## config.mk

```make
export PLATFORM = sky130hd
export DESIGN_NAME = mux_rx_silo
export DESIGN_NICKNAME = d
export VERILOG_FILES = /design/src/rtl/mux_rx_pkg.sv /design/src/rtl/rx_line_hold.sv /design/src/rtl/rx_silo_fifo.sv /design/src/rtl/mux_rx_silo.sv
export SDC_FILE = /design/constraint.sdc
export NUM_CORES = 1
export LEC_CHECK = 0
export BUFFER_PORTS_ARGS = -buffer_cell sky130_fd_sc_hd__buf_2
export CORE_MARGIN = 2
export CORE_UTILIZATION = 40
export DETAILED_ROUTE_END_ITERATION = 10
export PLACE_DENSITY_LB_ADDON = 0.08
export SLEW_MARGIN = 0
export SYNTH_ARGS = -nofsm -noshare
export SYNTH_HDL_FRONTEND = slang
export SYNTH_SLANG_ARGS = --single-unit
export TNS_END_PERCENT = 100
```

## constraint.sdc

```tcl
create_clock -name clk -period 4.5 [get_ports clk]
set_input_delay 0.9 -clock clk [delete_from_list [all_inputs] [get_ports clk]]
set_output_delay 0.9 -clock clk [all_outputs]
set_load 0.03 [all_outputs]
```

## src/rtl/mux_rx_pkg.sv

```systemverilog
package mux_rx_pkg;

    // control/status word bit positions
    localparam int CS_CLEAR  = 4;
    localparam int CS_SCAN   = 5;
    localparam int CS_RXIE   = 6;
    localparam int CS_DONE   = 7;
    localparam int CS_ALM_EN = 12;
    localparam int CS_ALM    = 13;

    // receive buffer word bit positions
    localparam int RB_FERR   = 13;
    localparam int RB_VALID  = 15;

    // line parameter word
    localparam int LP_ENABLE = 12;
    localparam int LINE_W    = 3;

    typedef struct packed {
        logic              brk;
        logic [LINE_W-1:0] line;
        logic [7:0]        chr;
    } rx_entry_t;

    localparam int ENTRY_W = $bits(rx_entry_t);

    function automatic logic [15:0] pack_rbuf(rx_entry_t e);
        logic [15:0] w;
        w = '0;
        w[7:0]             = e.chr;
        w[8 +: LINE_W]     = e.line;
        w[RB_FERR]         = e.brk;
        w[RB_VALID]        = 1'b1;
        return w;
    endfunction

endpackage

```

## src/rtl/rx_line_hold.sv

```systemverilog
module rx_line_hold
    import mux_rx_pkg::*;
#(
    parameter int LINE_ID = 0
) (
    input  logic      clk,
    input  logic      rst_n,
    input  logic      stb,
    input  logic      brk,
    input  logic [7:0] chr,
    input  logic      enable,
    input  logic      clr,
    input  logic      take,
    output logic      full,
    output rx_entry_t ent
);

    typedef struct packed {
        logic      full;
        rx_entry_t ent;
    } hold_t;

    hold_t st_d, st_q;

    always_comb begin
        st_d = st_q;
        if (take) st_d.full = 1'b0;
        if (stb && enable) begin
            st_d.full     = 1'b1;
            st_d.ent.brk  = brk;
            st_d.ent.chr  = brk ? 8'h00 : chr;
            st_d.ent.line = LINE_W'(LINE_ID);
        end
        if (clr) st_d.full = 1'b0;
    end

    always_ff @(posedge clk or negedge rst_n) begin
        if (!rst_n) st_q <= '0;
        else        st_q <= st_d;
    end

    assign full = st_q.full;
    assign ent  = st_q.ent;


    grant_when_held_chk: assert property (@(posedge clk) disable iff (!rst_n)
        take |-> st_q.full);

endmodule

```

## src/rtl/rx_silo_fifo.sv

```systemverilog
module rx_silo_fifo #(
    parameter int DEPTH = 64,
    parameter int WIDTH = 12,
    localparam int PTR_W = (DEPTH > 1) ? $clog2(DEPTH) : 1,
    localparam int CNT_W = $clog2(DEPTH + 1)
) (
    input  logic             clk,
    input  logic             rst_n,
    input  logic             push,
    input  logic             pop,
    input  logic             flush,
    input  logic [WIDTH-1:0] wdata,
    output logic [WIDTH-1:0] head,
    output logic [CNT_W-1:0] count,
    output logic             empty
);

    typedef struct packed {
        logic [PTR_W-1:0] wptr;
        logic [PTR_W-1:0] rptr;
        logic [CNT_W-1:0] cnt;
    } ptr_t;

    ptr_t st_d, st_q;
    logic [WIDTH-1:0] mem_q [DEPTH];
    logic             do_push, do_pop, is_full;

    function automatic logic [PTR_W-1:0] bump(logic [PTR_W-1:0] p);
        return (p == PTR_W'(DEPTH - 1)) ? '0 : p + 1'b1;
    endfunction

    always_comb begin
        is_full = (st_q.cnt == CNT_W'(DEPTH));
        do_pop  = pop && (st_q.cnt != '0);
        do_push = push && !is_full;
        st_d    = st_q;
        if (do_push) st_d.wptr = bump(st_q.wptr);
        if (do_pop)  st_d.rptr = bump(st_q.rptr);
        case ({do_push, do_pop})
            2'b10:   st_d.cnt = st_q.cnt + 1'b1;
            2'b01:   st_d.cnt = st_q.cnt - 1'b1;
            default: st_d.cnt = st_q.cnt;
        endcase
        if (flush) st_d = '0;
    end

    always_ff @(posedge clk or negedge rst_n) begin
        if (!rst_n) st_q <= '0;
        else        st_q <= st_d;
    end

    always_ff @(posedge clk) begin
        if (do_push && !flush) mem_q[st_q.wptr] <= wdata;
    end

    assign head  = mem_q[st_q.rptr];
    assign count = st_q.cnt;
    assign empty = (st_q.cnt == '0);


    no_overflow_chk: assert property (@(posedge clk) disable iff (!rst_n)
        count <= CNT_W'(DEPTH));


    full_drop_chk: assert property (@(posedge clk) disable iff (!rst_n)
        (push && !pop && !flush && count == CNT_W'(DEPTH)) |=> count == CNT_W'(DEPTH));


    flush_empty_chk: assert property (@(posedge clk) disable iff (!rst_n)
        flush |=> empty);

endmodule

```

## src/rtl/mux_rx_silo.sv

```systemverilog
module mux_rx_silo
    import mux_rx_pkg::*;
#(
    parameter int NLINES      = 8,
    parameter int SILO_DEPTH  = 64,
    parameter int ALARM_LEVEL = 16,
    localparam int CNT_W      = $clog2(SILO_DEPTH + 1),
    localparam int SEL_W      = (NLINES > 1) ? $clog2(NLINES) : 1
) (
    input  logic                   clk,
    input  logic                   rst_n,
    input  logic [NLINES-1:0]      rx_stb,
    input  logic [NLINES-1:0]      rx_brk,
    input  logic [NLINES-1:0][7:0] rx_chr,
    input  logic                   bus_wr,
    input  logic                   bus_rd,
    input  logic                   bus_addr,
    input  logic [15:0]            bus_wdata,
    output logic [15:0]            bus_rdata,
    output logic                   rx_irq
);

    typedef struct packed {
        logic              scan;
        logic              rxie;
        logic              alm_en;
        logic              alm;
        logic              armed;
        logic [NLINES-1:0] line_en;
        logic [15:0]       rdata;
    } ctl_t;

    ctl_t st_d, st_q;

    logic [NLINES-1:0] hold_full, take;
    rx_entry_t         hold_ent [NLINES];
    rx_entry_t         push_ent, head_ent;
    logic              push, pop, flush, silo_empty;
    logic [CNT_W-1:0]  silo_cnt;
    logic              rd_rbuf, rd_csr, wr_csr, wr_lpr, done;
    logic [SEL_W-1:0]  sel;
    logic [15:0]       csr_img;

    // per-line capture stages
    for (genvar g = 0; g < NLINES; g++) begin : g_line
        rx_line_hold #(.LINE_ID(g)) u_hold (
            .clk    (clk),
            .rst_n  (rst_n),
            .stb    (rx_stb[g]),
            .brk    (rx_brk[g]),
            .chr    (rx_chr[g]),
            .enable (st_q.line_en[g]),
            .clr    (flush),
            .take   (take[g]),
            .full   (hold_full[g]),
            .ent    (hold_ent[g])
        );
    end

    // fixed-priority drain: lowest line number first
    always_comb begin
        sel  = '0;
        take = '0;
        for (int i = NLINES - 1; i >= 0; i--) begin
            if (hold_full[i]) sel = SEL_W'(i);
        end
        push = |hold_full;
        if (push) take[sel] = 1'b1;
        push_ent = hold_ent[sel];
    end

    rx_silo_fifo #(
        .DEPTH (SILO_DEPTH),
        .WIDTH (ENTRY_W)
    ) u_silo (
        .clk   (clk),
        .rst_n (rst_n),
        .push  (push),
        .pop   (pop),
        .flush (flush),
        .wdata (push_ent),
        .head  (head_ent),
        .count (silo_cnt),
        .empty (silo_empty)
    );

    always_comb begin
        rd_rbuf = bus_rd && bus_addr;
        rd_csr  = bus_rd && !bus_addr;
        wr_csr  = bus_wr && !bus_addr;
        wr_lpr  = bus_wr && bus_addr;
        flush   = wr_csr && bus_wdata[CS_CLEAR];
        pop     = rd_rbuf && st_q.scan && !silo_empty;
        done    = st_q.scan && !silo_empty;

        csr_img            = '0;
        csr_img[CS_SCAN]   = st_q.scan;
        csr_img[CS_RXIE]   = st_q.rxie;
        csr_img[CS_DONE]   = done;
        csr_img[CS_ALM_EN] = st_q.alm_en;
        csr_img[CS_ALM]    = st_q.alm;

        st_d = st_q;

        // alarm detection on the registered backlog
        if (st_q.armed && st_q.scan && silo_cnt >= CNT_W'(ALARM_LEVEL)) begin
            st_d.alm   = 1'b1;
            st_d.armed = 1'b0;
        end

        if (rd_csr) st_d.rdata = csr_img;
        if (rd_rbuf) begin
            st_d.alm = 1'b0;
            if (!st_q.scan)      st_d.rdata = '0;
            else if (silo_empty) begin
                st_d.rdata = '0;
                st_d.armed = 1'b1;
            end else begin
                st_d.rdata = pack_rbuf(head_ent);
            end
        end

        if (wr_lpr) begin
            for (int i = 0; i < NLINES; i++) begin
                if (bus_wdata[LINE_W-1:0] == LINE_W'(i))
                    st_d.line_en[i] = bus_wdata[LP_ENABLE];
            end
        end

        if (wr_csr) begin
            if (flush) begin
                st_d.line_en = '0;
                st_d.alm     = 1'b0;
                st_d.armed   = 1'b1;
            end
            st_d.scan   = bus_wdata[CS_SCAN];
            st_d.rxie   = bus_wdata[CS_RXIE];
            st_d.alm_en = bus_wdata[CS_ALM_EN];
            if (!bus_wdata[CS_SCAN]) st_d.alm = 1'b0;
        end
    end

    always_ff @(posedge clk or negedge rst_n) begin
        if (!rst_n) begin
            st_q       <= '0;
            st_q.armed <= 1'b1;
        end else begin
            st_q <= st_d;
        end
    end

    assign bus_rdata = st_q.rdata;
    assign rx_irq    = st_q.rxie && (st_q.alm_en ? st_q.alm : done);


    alarm_level_chk: assert property (@(posedge clk) disable iff (!rst_n)
        $rose(st_q.alm) |-> $past(silo_cnt) >= CNT_W'(ALARM_LEVEL));


    read_clears_alarm_chk: assert property (@(posedge clk) disable iff (!rst_n)
        rd_rbuf |=> !st_q.alm);


    idle_scan_keeps_chk: assert property (@(posedge clk) disable iff (!rst_n)
        (rd_rbuf && !st_q.scan && !flush) |=> silo_cnt >= $past(silo_cnt));


    clear_disables_chk: assert property (@(posedge clk) disable iff (!rst_n)
        flush |=> (st_q.line_en == '0 && st_q.armed));

endmodule

```

# --- After elaboration in Yosys (flattened, before gate mapping) ---
# Memory sizes are Yosys's and may differ from the RTL's.
# Index checks and enable logic that the tools add are counted.
totals:
  ff_bits: 135
  latch_bits: 0
  ramBits: 768
  rom_bits: 0
  in_bits: 101
  output_inout_bits: 17
  word_cells: 181
  n_memories: 1
mem_list:
  columns: ["memory", "depth", "width", "read_ports", "rd_ports_with_merged_regs", "write_ports", "line", "source"]
  rows:
  - ["u_silo.mem_q", 64, 12, 1, 0, 1, "rx_silo_fifo.sv:25", "logic [WIDTH-1:0] mem_q [DEPTH];"]
classes:
  n_addsub: 4
  n_mul: 0
  div: 0
  n_lt_le_gt_ge: 4
  n_eq_ne: 12
  shifts: 0
  mux: 75
  bitwise_logic: 1
  n_reduce_logical: 43
ops:
  columns: ["op", "count"]
  rows:
  - ["two-way mux 13 bit", 8]
  - ["two-way mux 8 bit", 10]
  - ["two-way mux 16 bit", 4]
  - ["binary-select mux 12 bit (select 3 bit)", 1]
  - ["two-way mux 1 bit", 31]
  - ["nonzero test 3 bit", 9]
  - ["two-way mux 12 bit", 2]
  - ["two-way mux 3 bit", 8]
  - ["two-way mux 6 bit", 4]
  - ["logical AND 1 bit", 23]
  - ["two-way mux 10 bit", 2]
  - ["two-way mux 19 bit", 1]
  - ["one-hot mux 7 bit (2 select lines)", 1]
  - ["adder 6 x 1 -> 6 bit, second input constant", 2]
  - ["equality test 3 bit, second input constant", 4]
  - ["equality test 6 bit, second input constant", 2]
  - ["OR reduction 8 bit", 1]
  - ["adder 7 x 1 -> 7 bit, second input constant", 1]
  - ["equality test 7 bit, second input constant", 1]
  - ["greater-or-equal comparator 7 x 5 -> 1 bit, second input constant", 1]
  - ["zero test 7 bit", 1]
  - ["nonzero test 7 bit", 1]
  - ["subtractor 7 x 1 -> 7 bit, second input constant", 1]
  - ["equality test 3 x 2 -> 1 bit, second input constant", 2]
  - ["12 further kinds", 18]

# --- Logic depth before layout (Yosys ltp) ---
# Gate-level depths: netlist (run 1).
logic_depth:
  ltp_word: 16
  depth_mapped: 13
  depth_no_buf: 12

# --- By module ---
# Synthesis (run 1) repeated with hierarchy kept, for this count alone.
hier_totals:
  hier_cells: 1999
  hier_area_um2: 36971.7
by_module_without_submodules:
  columns: ["mod", "instances", "cells_per_inst", "area_each_um2", "seq_area_each_um2"]
  rows:
  - ["rx_silo_fifo", 1, 1445, 30653.1, 23537.6]
  - ["rx_line_hold at g_line[1].u_hold ...", 6, 36, 508.0, 275.3]
  - ["mux_rx_silo", 1, 269, 2321.0, 676.9]
  - ["rx_line_hold at g_line[7].u_hold", 1, 35, 504.2, 275.3]
  - ["rx_line_hold at g_line[0].u_hold", 1, 34, 445.4, 250.2]

# --- Worst setup path after synthesis (run 1) ---
# OpenSTA, ideal clock, no wires.
synth_timing:
  kind: "reg2reg"
  startpoint: "reg g_line[7].u_hold.st_q (netlist bit g_line[7].u_hold.full)"
  endpoint: "mem u_silo.mem_q[0][9], data pin"
  setup_ns: 0.702
  arrival_time_ns: 4.086
  required_time_ns: 3.798
  slack_ns: -0.288
  stages_incl_launch_ff: 9
  n_path_buf: 2
  synth_period_minus_slack_ns: 4.788
  cell_sequence: "dfrtp_1 -> nor2b_1 -> o21bai_1 -> a21oi_1 -> o21bai_1 -> clkbuf_1 -> buf_1 -> mux2i_1 -> o21ai_0"
synth_rtl:
  columns: ["item", "line", "source"]
  rows:
  - ["from (decl)", "rx_line_hold.sv:23", "hold_t st_d, st_q;"]
  - ["from (signal assigned)", "rx_line_hold.sv:39", "else st_q <= st_d;"]
  - ["to (decl)", "rx_silo_fifo.sv:25", null]

# --- Worst setup path in the final report (run 1) ---
layout_timing:
  startpoint: "reg u_silo.st_q (netlist bit u_silo.count[1])"
  endpoint: "reg u_silo.st_q (netlist bit u_silo.count[6])"
layout_between:
  elab_chain_len: 7
  word_cells_on_any_way: 15
  classes_between: "2 x add/sub; 3 x eq/ne; 2 x mux; 8 x reduce/logical"
layout_rtl:
  columns: ["item", "line", "source"]
  rows:
  - ["from (decl)", "rx_silo_fifo.sv:24", "ptr_t st_d, st_q;"]
  - ["from (signal assigned)", "rx_silo_fifo.sv:49", "else st_q <= st_d;"]
  - ["parallel branches: the longest is 7 deep, another holds subtractor 7 x 1 -> 7 bit", null, null]
# Parallel ways; which one is timed is not known.
# A chain may end at the register's enable or synchronous reset.

==> impl_metrics.ini, run 1 <==
[run_status]
status = complete, no violations

[layout]
finalInstanceArea_mm2 = 0.0418
drive_gt1_share_pct = 28.4
multiInputGateArea_mm2 = 0.00912
fin_nets = 2253
layout_cells_excl_fill = 3402
most-common-layout-cells = edfxtp_1 (768), mux4_2 (218), dfrtp_1 (128)
filler_cell_count = 7668
area_delta_synth_final_pct = 16.1
sequential_cell_area_mm2 = 0.0264
postLayoutCoreUtil_pct = 46.7
mostFrequentLayoutCell = edfxtp_1

[yosys]
synth_seq_cells = 901
synthSimpleGateAreaFrac_pct = 5.25
share_of_the_synthesized_area_in_the_top_cell_type_pct = 64.0
synthesis.area_mm2 = 0.0360
yosys_warnings = 0
synth.distinct_cells = 56
post-synth-top-area-cell = edfxtp_1
postSynthCellCount = 1928
synth-xor-area-share_pct = 0.243
synthesized_area_fraction_occupied_by_ao_oa_aoi_and_oai_cells_pct = 4.04
post_synth.cell_area_avg_um2 = 18.7
synthAdderAreaFrac_pct = 0.139
async_reset_ff_share_pct = 14.8
yosys_most_used_dff = edfxtp_1
post_synthesis_mux_area_share_pct = 15.4
synth_top_family_by_area = multiplexers
post_synth_main_area_contributors = edfxtp_1 (64%), mux4_2 (14%), dfrtp_1 (9.2%)
seq_area_frac_synth_pct = 73.2
synth_enable_flop_cells = 768

[setup_path]
timing.critical_path.from_type = flop
worstSetupEndpointType = flop
worst_path_max_fanout = 8
cp_data_arrival_time_ns = 4.24
timing.setup.critical_path_class = reg -> reg
critical-path-max-stage-delay_ns = 0.54
critical_path.most_common_cell = mux2i_1
worstPathRequired_ns = 5.06
critical-path-slowest-cell = mux2i_1
critical_path.cell_chain = or3_1, nor2_1, mux2i_1, nor2_1, xor2_1, ha_1, or3_1, o21ai_0, o31ai_1, a21oi_1, mux2i_1, mux2i_1

[place]
post-dp-hpwl_um = 56300
final_weighted_congestion_in_routability_driven_placement = 0.805
port_buf_inserts = 106
dp_area_mm2 = 0.0387
place.detailed.instances = 3226
pre_cts_ws_ns = 0.835

[pwr]
power-per-cell-area_mw_per_mm2 = 621
max-vdd-ir-drop_mv = 0.395
total_leakage_power_nw = 14.1
fin_total_pwr_mw = 26.0

[clock_tree]
cts_resized = 0
numClockSinks = 901
tritoncts = yes
numCtsBuffers = 96
worstSkewPairLatency_ns = 0.65
clk_root_buf = clkbuf_16
max-clock-path-buffers = 3
cts_setup_buffers = 0
cts.reportedPaths.clkPinSlew_ns = 0.06
number_of_hold_buffers_added_after_cts = 0
clock_tree.htree_level_count = 3

[timing]
worst-slew-pin-transition_ns = 1.22
timing.hold.ws_ns = 0.256
fin_tns_setup_ns = 0
finalClockSkew_ns = 0.0233
relSlewSlack_pct = 18.3
rsz0062_at_grt = false
slew_violations = 0
hold_viol = 0
maxClockFrequency_mhz = 272
post-route-period-util_pct = 81.7
setup_ws_ns = 0.825
finalSetupViolCount = 0
post-route-min-period_ns = 3.67

[floorplan]
initial_core_util_pct = 40.2
dieWidth_um = 304
core.rowCount = 110
core-area_mm2 = 0.0896
die_height_um = 304
pin_count = 118
fp.dieArea_mm2 = 0.0925

[grt]
initial_antenna_violation_count = 1
grt_max_degree = 86
grt.total_usage_pct = 20.0
globalRoute.totalOverflow = 0
grt_pass1_vias = 19400
first_pass_grt_wire_length_um = 134000

[detailed_routing]
postRouteWirelength_um = 91400
routed_wire_length_per_instance_um = 26.9
detailroute.via_count = 18600
drt.antenna.violating_nets = 0
drc_errors = 0
first_pass_iters = 7
drt-initial-drc-count = 1782
viasPerCell = 5.47

[min_path]
min-delay-path-class = in -> async

[run]
drv.max_cap_violation_count = 0
-- power by group --
| group | total (mW) | internal [mW] | switching (mW) |
|---|---|---|---|
| clock | 7.87 | 4.67 | 3.21 |
| combinational | 6.50 | 2.39 | 4.10 |
| sequential | 11.6 | 11.1 | 0.436 |
-- area by class of cell --
cell class              instances  area share (%)
well taps                    1176            3.52
repair buffers                234            4.00
clock buffers                 124            6.27
multi-input cells             912            21.8
flip-flops and latches        901            63.1
inverters                       3          0.0269
clock inverters                51            1.23
diodes                          1         0.00598
-- cells in the mapped netlist (12+ instances only) --
library cell / n
a211oi_1: 31
a21oi_1: 37
a22oi_1: 21
buf_1: 12
buf_2: 23
buf_4: 24
clkbuf_1: 49
dfrtp_1: 132
edfxtp_1: 768
mux2_2: 13
mux2i_1: 50
mux4_2: 218
nand2_1: 106
nand2b_1: 80
nand3_1: 17
nor2_1: 110
nor2b_1: 24
o21ai_0: 82
-- critical path, delay by kind of cell (launching register included) --
family                     cells  cell delay (ns)
and+or+nand+nor                4             1.27
adders and majority gates      1             0.26
DFF                            1             0.44
xor gates and xnor gates       1             0.19
AOI/OAI and AO/OA              3             0.44
muxes                          3             0.99
-- cells by family (layout without fill, tap and decap cells) --
group / count (synthesis) / count (layout)
flops: 901 / 901
simple gates: 389 / 389
mux: 281 / 281
compound gates: 226 / 226
buf+inv: 116 / 412
xor+xnor: 10 / 10
fa+ha+maj: 4 / 4
other cells: 1 / 3
-- layer usage --
| layer | global-route usage [%] | part of all wire [%] |
|---|---|---|
| met3 | 3.02 | 4.1 |
| met5 | 0 | 0 |
| met2 | 32.4 | 48 |
| met1 | 28.7 | 46 |
| met4 | 4.79 | 2.1 |
-- flip-flops by register name (all words and copies together), names as in the netlist --
| register | cells |
|---|---|
| bus_rdata | 14 |
| g_line.u_hold.full | 8 |
| st_q | 9 |
| u_silo.count | 7 |
| csr_img | 4 |
| u_silo.st_q | 12 |
| g_line.u_hold.ent | 79 |
| u_silo.mem_q | 768 |
-- worst paths after layout --
kind                            cells after the start                                start  slack (ns)                                   to
worst max-delay path                               12          u_silo.count[1]$_DFFE_PN0P_        0.83          u_silo.count[6]$_DFFE_PN0P_
worst min-delay path                                1                                rst_n        0.26             bus_rdata[3]$_DFFE_PN0P_
worst max register to register                     12          u_silo.count[1]$_DFFE_PN0P_        0.83          u_silo.count[6]$_DFFE_PN0P_
worst min register to register                      1  g_line[2].u_hold.ent[9]$_DFFE_PN0P_        0.47  g_line[2].u_hold.ent[9]$_DFFE_PN0P_
max in group asynchronous                           2                                rst_n        3.14  g_line[2].u_hold.ent[7]$_DFFE_PN0P_
min in group clk                                    1  g_line[2].u_hold.ent[9]$_DFFE_PN0P_        0.47  g_line[2].u_hold.ent[9]$_DFFE_PN0P_
Note: power is estimated with default switching activity, not from simulation.
==> inputs of run 2 (changes only) <==
==> constraint.sdc (replaced) <==
create_clock -name clk -period 3.6 [get_ports clk]
set_input_delay 0.72 -clock clk [delete_from_list [all_inputs] [get_ports clk]]
set_output_delay 0.72 -clock clk [all_outputs]
set_load 0.03 [all_outputs]
==> run 2 against run 1 <==
Sequential power rose by 24%; critical endpoint unchanged; power rose by 25%; design area rose by 0.14%; critical path type unchanged; utilization rose by 0.064 points; non-clock buffer count rose by 3.
==> impl_metrics.ini, run 2 (synthesis results as in run 1) <==
[run_status]
status = complete, no violations

[detailed_routing]
routed_wire_length_per_instance_um = 26.7
first_pass_iters = 5
drt-initial-drc-count = 1471
viasPerCell = 5.48
postRouteWirelength_um = 91000
drc_errors = 0
drt.antenna.violating_nets = 0
detailroute.via_count = 18700

[pwr]
total_leakage_power_nw = 14.1
power-per-cell-area_mw_per_mm2 = 775
max-vdd-ir-drop_mv = 0.616

[clock_tree]
cts.reportedPaths.clkPinSlew_ns = 0.06
cts_setup_buffers = 0
worstSkewPairLatency_ns = 0.66
number_of_hold_buffers_added_after_cts = 0
numCtsBuffers = 97
max-clock-path-buffers = 3
numClockSinks = 901
clock_tree.htree_level_count = 3
clk_root_buf = clkbuf_16
tritoncts = yes

[floorplan]
dieWidth_um = 304
fp.dieArea_mm2 = 0.0925
die_height_um = 304
core-area_mm2 = 0.0896
pin_count = 118
core.rowCount = 110
initial_core_util_pct = 40.2

[min_path]
min-delay-path-class = in -> async

[timing]
timing.hold.ws_ns = 0.0590
rsz0062_at_grt = false
maxClockFrequency_mhz = 300
relSlewSlack_pct = 43.3
setup_ws_ns = 0.270
hold_viol = 0
post-route-min-period_ns = 3.33
slew_violations = 0
finalSetupViolCount = 0
finalClockSkew_ns = 0.0252
fin_tns_setup_ns = 0
post-route-period-util_pct = 92.5
worst-slew-pin-transition_ns = 0.847

[layout]
postLayoutCoreUtil_pct = 46.7
most-common-layout-cells = edfxtp_1 (768), mux4_2 (218), dfrtp_1 (128)
mostFrequentLayoutCell = edfxtp_1
largest_reg_flops = 768
area_delta_synth_final_pct = 16.2
fin_nets = 2257
largest_register = u_silo.mem_q
drive_gt1_share_pct = 28.5
filler_cell_count = 7634

[grt]
grt_pass1_vias = 19800
grt.total_usage_pct = 19.9
globalRoute.totalOverflow = 0
grt_max_degree = 74
first_pass_grt_wire_length_um = 134000
initial_antenna_violation_count = 2

[setup_path]
r2r.worst_path.cells = 12
timing.critical_path.from_type = flop
cp_data_arrival_time_ns = 3.91
worstSetupEndpointType = flop
timing.setup.critical_path_class = reg -> reg
worst_setup_path_startpoint = g_line[5].u_hold.full$_DFFE_PN0P_
regToRegEndpoint = u_silo.count[6]$_DFFE_PN0P_
crit_path_end = u_silo.count[6]$_DFFE_PN0P_
regToRegSetupSlack_ns = 0.27
worstPathRequired_ns = 4.18
worst_path_max_fanout = 8
reg2reg_from = g_line[5].u_hold.full$_DFFE_PN0P_

[place]
pre_cts_ws_ns = 0.0474
post-dp-hpwl_um = 55700
port_buf_inserts = 106
final_weighted_congestion_in_routability_driven_placement = 0.793

[run]
drv.max_cap_violation_count = 0
[run 2: worst min-delay path by stage]
stage,startpoint,endpoint,depth (start not counted)
CTS,rst_n,bus_rdata[0]$_DFFE_PN0P_,1
finish,rst_n,bus_rdata[0]$_DFFE_PN0P_,1
floorplan,rst_n,bus_rdata[0]$_DFFE_PN0P_,0
global route,rst_n,bus_rdata[0]$_DFFE_PN0P_,1
detailed placement,g_line[2].u_hold.ent[9]$_DFFE_PN0P_,g_line[2].u_hold.ent[9]$_DFFE_PN0P_,1
global placement,g_line[2].u_hold.ent[9]$_DFFE_PN0P_,g_line[2].u_hold.ent[9]$_DFFE_PN0P_,1
[run 2: power by group]
group          switching (mW)  internal (mW)
sequential              0.453           13.9
clock                    4.05           5.83
combinational            5.17           3.00
[run 2: worst max-delay path: stages, from the launching register on]
cell	delay (ns)
dfrtp_1	0.41
or4_1	0.63
nor2_4	0.29
mux2i_4	0.15
nor2_2	0.18
xor2_1	0.10
ha_1	0.24
or3_1	0.35
o21ai_1	0.17
o31ai_1	0.09
a21oi_1	0.20
mux2i_1	0.24
mux2i_1	0.20
[run 2: layout make-up]
cell class	count	area (um2)	area share, %
Antenna cell	1	2.50	0.00598
Clock buffer	132	2660	6.36
Clock inverter	50	513	1.23
Inverter	3	11.3	0.0269
Multi-Input combinational cell	912	9140	21.8
Sequential cell	901	26400	63.1
Tap cell	1176	1470	3.51
Timing Repair Buffer	237	1670	3.99
[run 2: through the flow]
| stage | std cells | instance area (um2) | total power, mW |
|---|---|---|---|
| CTS | 3411 | 41800 | 33.0 |
| global route | 3411 | 41900 | 33.9 |
| floorplan | 1929 | 36000 | 19.7 |
| global placement | 3229 | 38700 | 22.8 |
| detailed placement | 3229 | 38700 | 23.0 |
| finish | 3412 | 41900 | 32.4 |
[run 2: timing repair]
| action | in CTS | in global routing |
|---|---|---|
| endpoints found under the hold margin | 0 | 0 |
| setup endpoints to repair | 0 | 1 |
| resized for setup | 0 | 6 |
[run 2: metal layers]
| layer | up-vias | part of all wire [%] | GRT usage, % |
|---|---|---|---|
| li1 | 8181 | - | - |
| met1 | 9990 | 44 | 27.8 |
| met2 | 416 | 50 | 33.0 |
| met3 | 119 | 4.2 | 3.00 |
| met4 | 0 | 1.9 | 4.54 |
| met5 | - | 0 | 0 |
==> inputs of run 3 (changes only) <==
--- a/config.mk
+++ b/config.mk
@@ -6,7 +6,6 @@
 export NUM_CORES = 1
 export LEC_CHECK = 0
 export BUFFER_PORTS_ARGS = -buffer_cell sky130_fd_sc_hd__buf_2
-export CORE_MARGIN = 2
 export CORE_UTILIZATION = 40
 export DETAILED_ROUTE_END_ITERATION = 10
 export PLACE_DENSITY_LB_ADDON = 0.08
==> run 3 against run 2 <==
Non-clock buffer count up 6; die area down 1.3%; sequential power about the same; worst setup slack worse by 0.019 ns; sequential share of layout area down 0.18 points; clock skew up 0.0033 ns; register-to-register slack worse by 0.02 ns; power up 1.1%; routed wire length down 1.8%.
==> impl_metrics.ini, run 3 (synthesis results as in run 1) <==
[run_status]
status = complete, no violations

[clock_tree]
clock_tree.htree_level_count = 3
worstSkewPairLatency_ns = 0.66
cts.reportedPaths.clkPinSlew_ns = 0.06
numCtsBuffers = 97
numClockSinks = 901
tritoncts = yes
cts_setup_buffers = 0
clk_root_buf = clkbuf_16
cts_resized = 0
number_of_hold_buffers_added_after_cts = 0
max-clock-path-buffers = 3

[grt]
groute.layer.met3.usage_pct = 3.53
global_route.usage.met2_pct = 31.6
grt_max_degree = 78
initial_antenna_violation_count = 1
globalRoute.totalOverflow = 0
gr-max-usage-layer = met2
grt_pass1_vias = 19100
met1_track_usage_gr_pct = 28.8
first_pass_grt_wire_length_um = 131000
grt.total_usage_pct = 20.0

[pwr]
internal_power_mw = 23.0
p_switching_mw = 9.79
switching_share_pct = 29.9
fin_total_pwr_mw = 32.8
power-per-cell-area_mw_per_mm2 = 781
pwr-share-seq_pct = 43.9
total_leakage_power_nw = 14.2
combinationalPowerShare_pct = 25.9
clock_power_share_pct = 30.2
max-vdd-ir-drop_mv = 0.606

[layout]
fin_nets = 2263
most-common-layout-cells = edfxtp_1 (768), mux4_2 (218), dfrtp_1 (128)
drive_gt1_share_pct = 28.5
mostFrequentLayoutCell = edfxtp_1
filler_cell_count = 7511
postLayoutCoreUtil_pct = 47.3
largest_reg_flops = 768
area_delta_synth_final_pct = 16.5
layout_cells_excl_fill = 3405
largest_register = u_silo.mem_q

[detailed_routing]
drc_errors = 0
drt.antenna.violating_nets = 0
detailroute.via_count = 18700
routed_wire_length_per_instance_um = 26.2
postRouteWirelength_um = 89300
viasPerCell = 5.48
drt-initial-drc-count = 1490
first_pass_iters = 5

[setup_path]
timing.setup.critical_path_class = reg -> reg
critical-path-slowest-cell = dfrtp_1
critical_path.most_common_cell = mux2i_1
cp_data_arrival_time_ns = 3.92
worstPathRequired_ns = 4.17
critical-path-max-stage-delay_ns = 0.44
timing.critical_path.from_type = flop
worst_path_max_fanout = 6
critical_path.cell_chain = or3_1, nor2_1, mux2i_1, nor2_1, xor2_1, ha_1, or3_1, o21ai_0, o31ai_1, a21oi_1, mux2i_1, mux2i_1
worst_setup_path_startpoint = u_silo.count[0]$_DFFE_PN0P_
worstSetupEndpointType = flop
reg2reg_from = u_silo.count[0]$_DFFE_PN0P_

[floorplan]
fp.dieArea_mm2 = 0.0913
core.rowCount = 109
initial_core_util_pct = 40.6
core-area_mm2 = 0.0888
dieWidth_um = 302
pin_count = 118
die_height_um = 302

[timing]
fin_tns_setup_ns = 0
post-route-min-period_ns = 3.35
worst-slew-pin-transition_ns = 1.17
post-route-period-util_pct = 93.0
setup_ws_ns = 0.251
finalSetupViolCount = 0
maxClockFrequency_mhz = 299
hold_viol = 0
finalClockSkew_ns = 0.0285
rsz0062_at_grt = false
slew_violations = 0
relSlewSlack_pct = 21.7

[place]
place.detailed.instances = 3224
final_weighted_congestion_in_routability_driven_placement = 0.871
pre_cts_ws_ns = 0.246
port_buf_inserts = 106
post-dp-hpwl_um = 56500

[run]
drv.max_cap_violation_count = 0

[min_path]
min-delay-path-class = in -> async
==> run 3: power groups by stage <==
| stage | sequential (mW) | combinational [mW] | clock (mW) |
|---|---|---|---|
| 4_1_cts | 14.4 | 8.71 | 10.2 |
| 3_5_place_dp | 14.6 | 8.69 | 0 |
| 3_3_place_gp | 14.6 | 8.50 | 0 |
| 2_1_floorplan | 14.5 | 5.16 | 0 |
| 6_report | 14.4 | 8.49 | 9.92 |
| 5_1_grt | 14.5 | 9.21 | 10.6 |
==> run 3: final cells by class <==
type                    count  area, um2  share of cell area, %
diodes                      1       2.50                0.00596
clock buffers             135       2780                   6.62
clock inverters            45        413                  0.983
inverters                   3       11.3                 0.0268
well taps                1165       1460                   3.47
multi-input cells         912       9120                   21.7
repair buffers            243       1800                   4.29
flip-flops and latches    901      26400                   62.9
==> run 3: worst paths after layout <==
kind | to | slack (ns) | cells after the start
worst max-delay path | u_silo.count[6]$_DFFE_PN0P_ | 0.25 | 12
worst min-delay path | bus_rdata[3]$_DFFE_PN0P_ | 0.12 | 1
worst max register to register | u_silo.count[6]$_DFFE_PN0P_ | 0.25 | 12
worst min register to register | g_line[2].u_hold.ent[9]$_DFFE_PN0P_ | 0.47 | 1
max in group asynchronous | st_q[24]$_DFF_PN1_ | 2.60 | 2
min in group clk | g_line[3].u_hold.ent[7]$_DFFE_PN0P_ | 0.31 | 3
==> run 3: worst max-delay path: cells and delay by family (launching register included) <==
kind                     cells  cell delay, ns
AND/OR/NAND/NOR              4            1.20
multiplexers                 3            0.78
flip-flops                   1            0.44
AO/OA/AOI/OAI                3            0.44
adder cells (fa/ha/maj)      1            0.25
XOR/XNOR                     1            0.16
==> run 3: stage by stage <==
step           instance area [um2]  hold slack (ns)
2_1_floorplan                36000            0.424
3_3_place_gp                 38800            0.454
3_5_place_dp                 38800            0.456
4_1_cts                      42000            0.130
5_1_grt                      42000            0.138
6_report                     42000            0.115
==> run 3: routing by layer <==
metal | routed length, um | share of wire (%) | vias to the layer above
li1 | - | - | 8209
met1 | 40900 | 46 | 9867
met2 | 42600 | 48 | 452
met3 | 3960 | 4.4 | 124
met4 | 1820 | 2.0 | 0
met5 | 0 | 0 | -
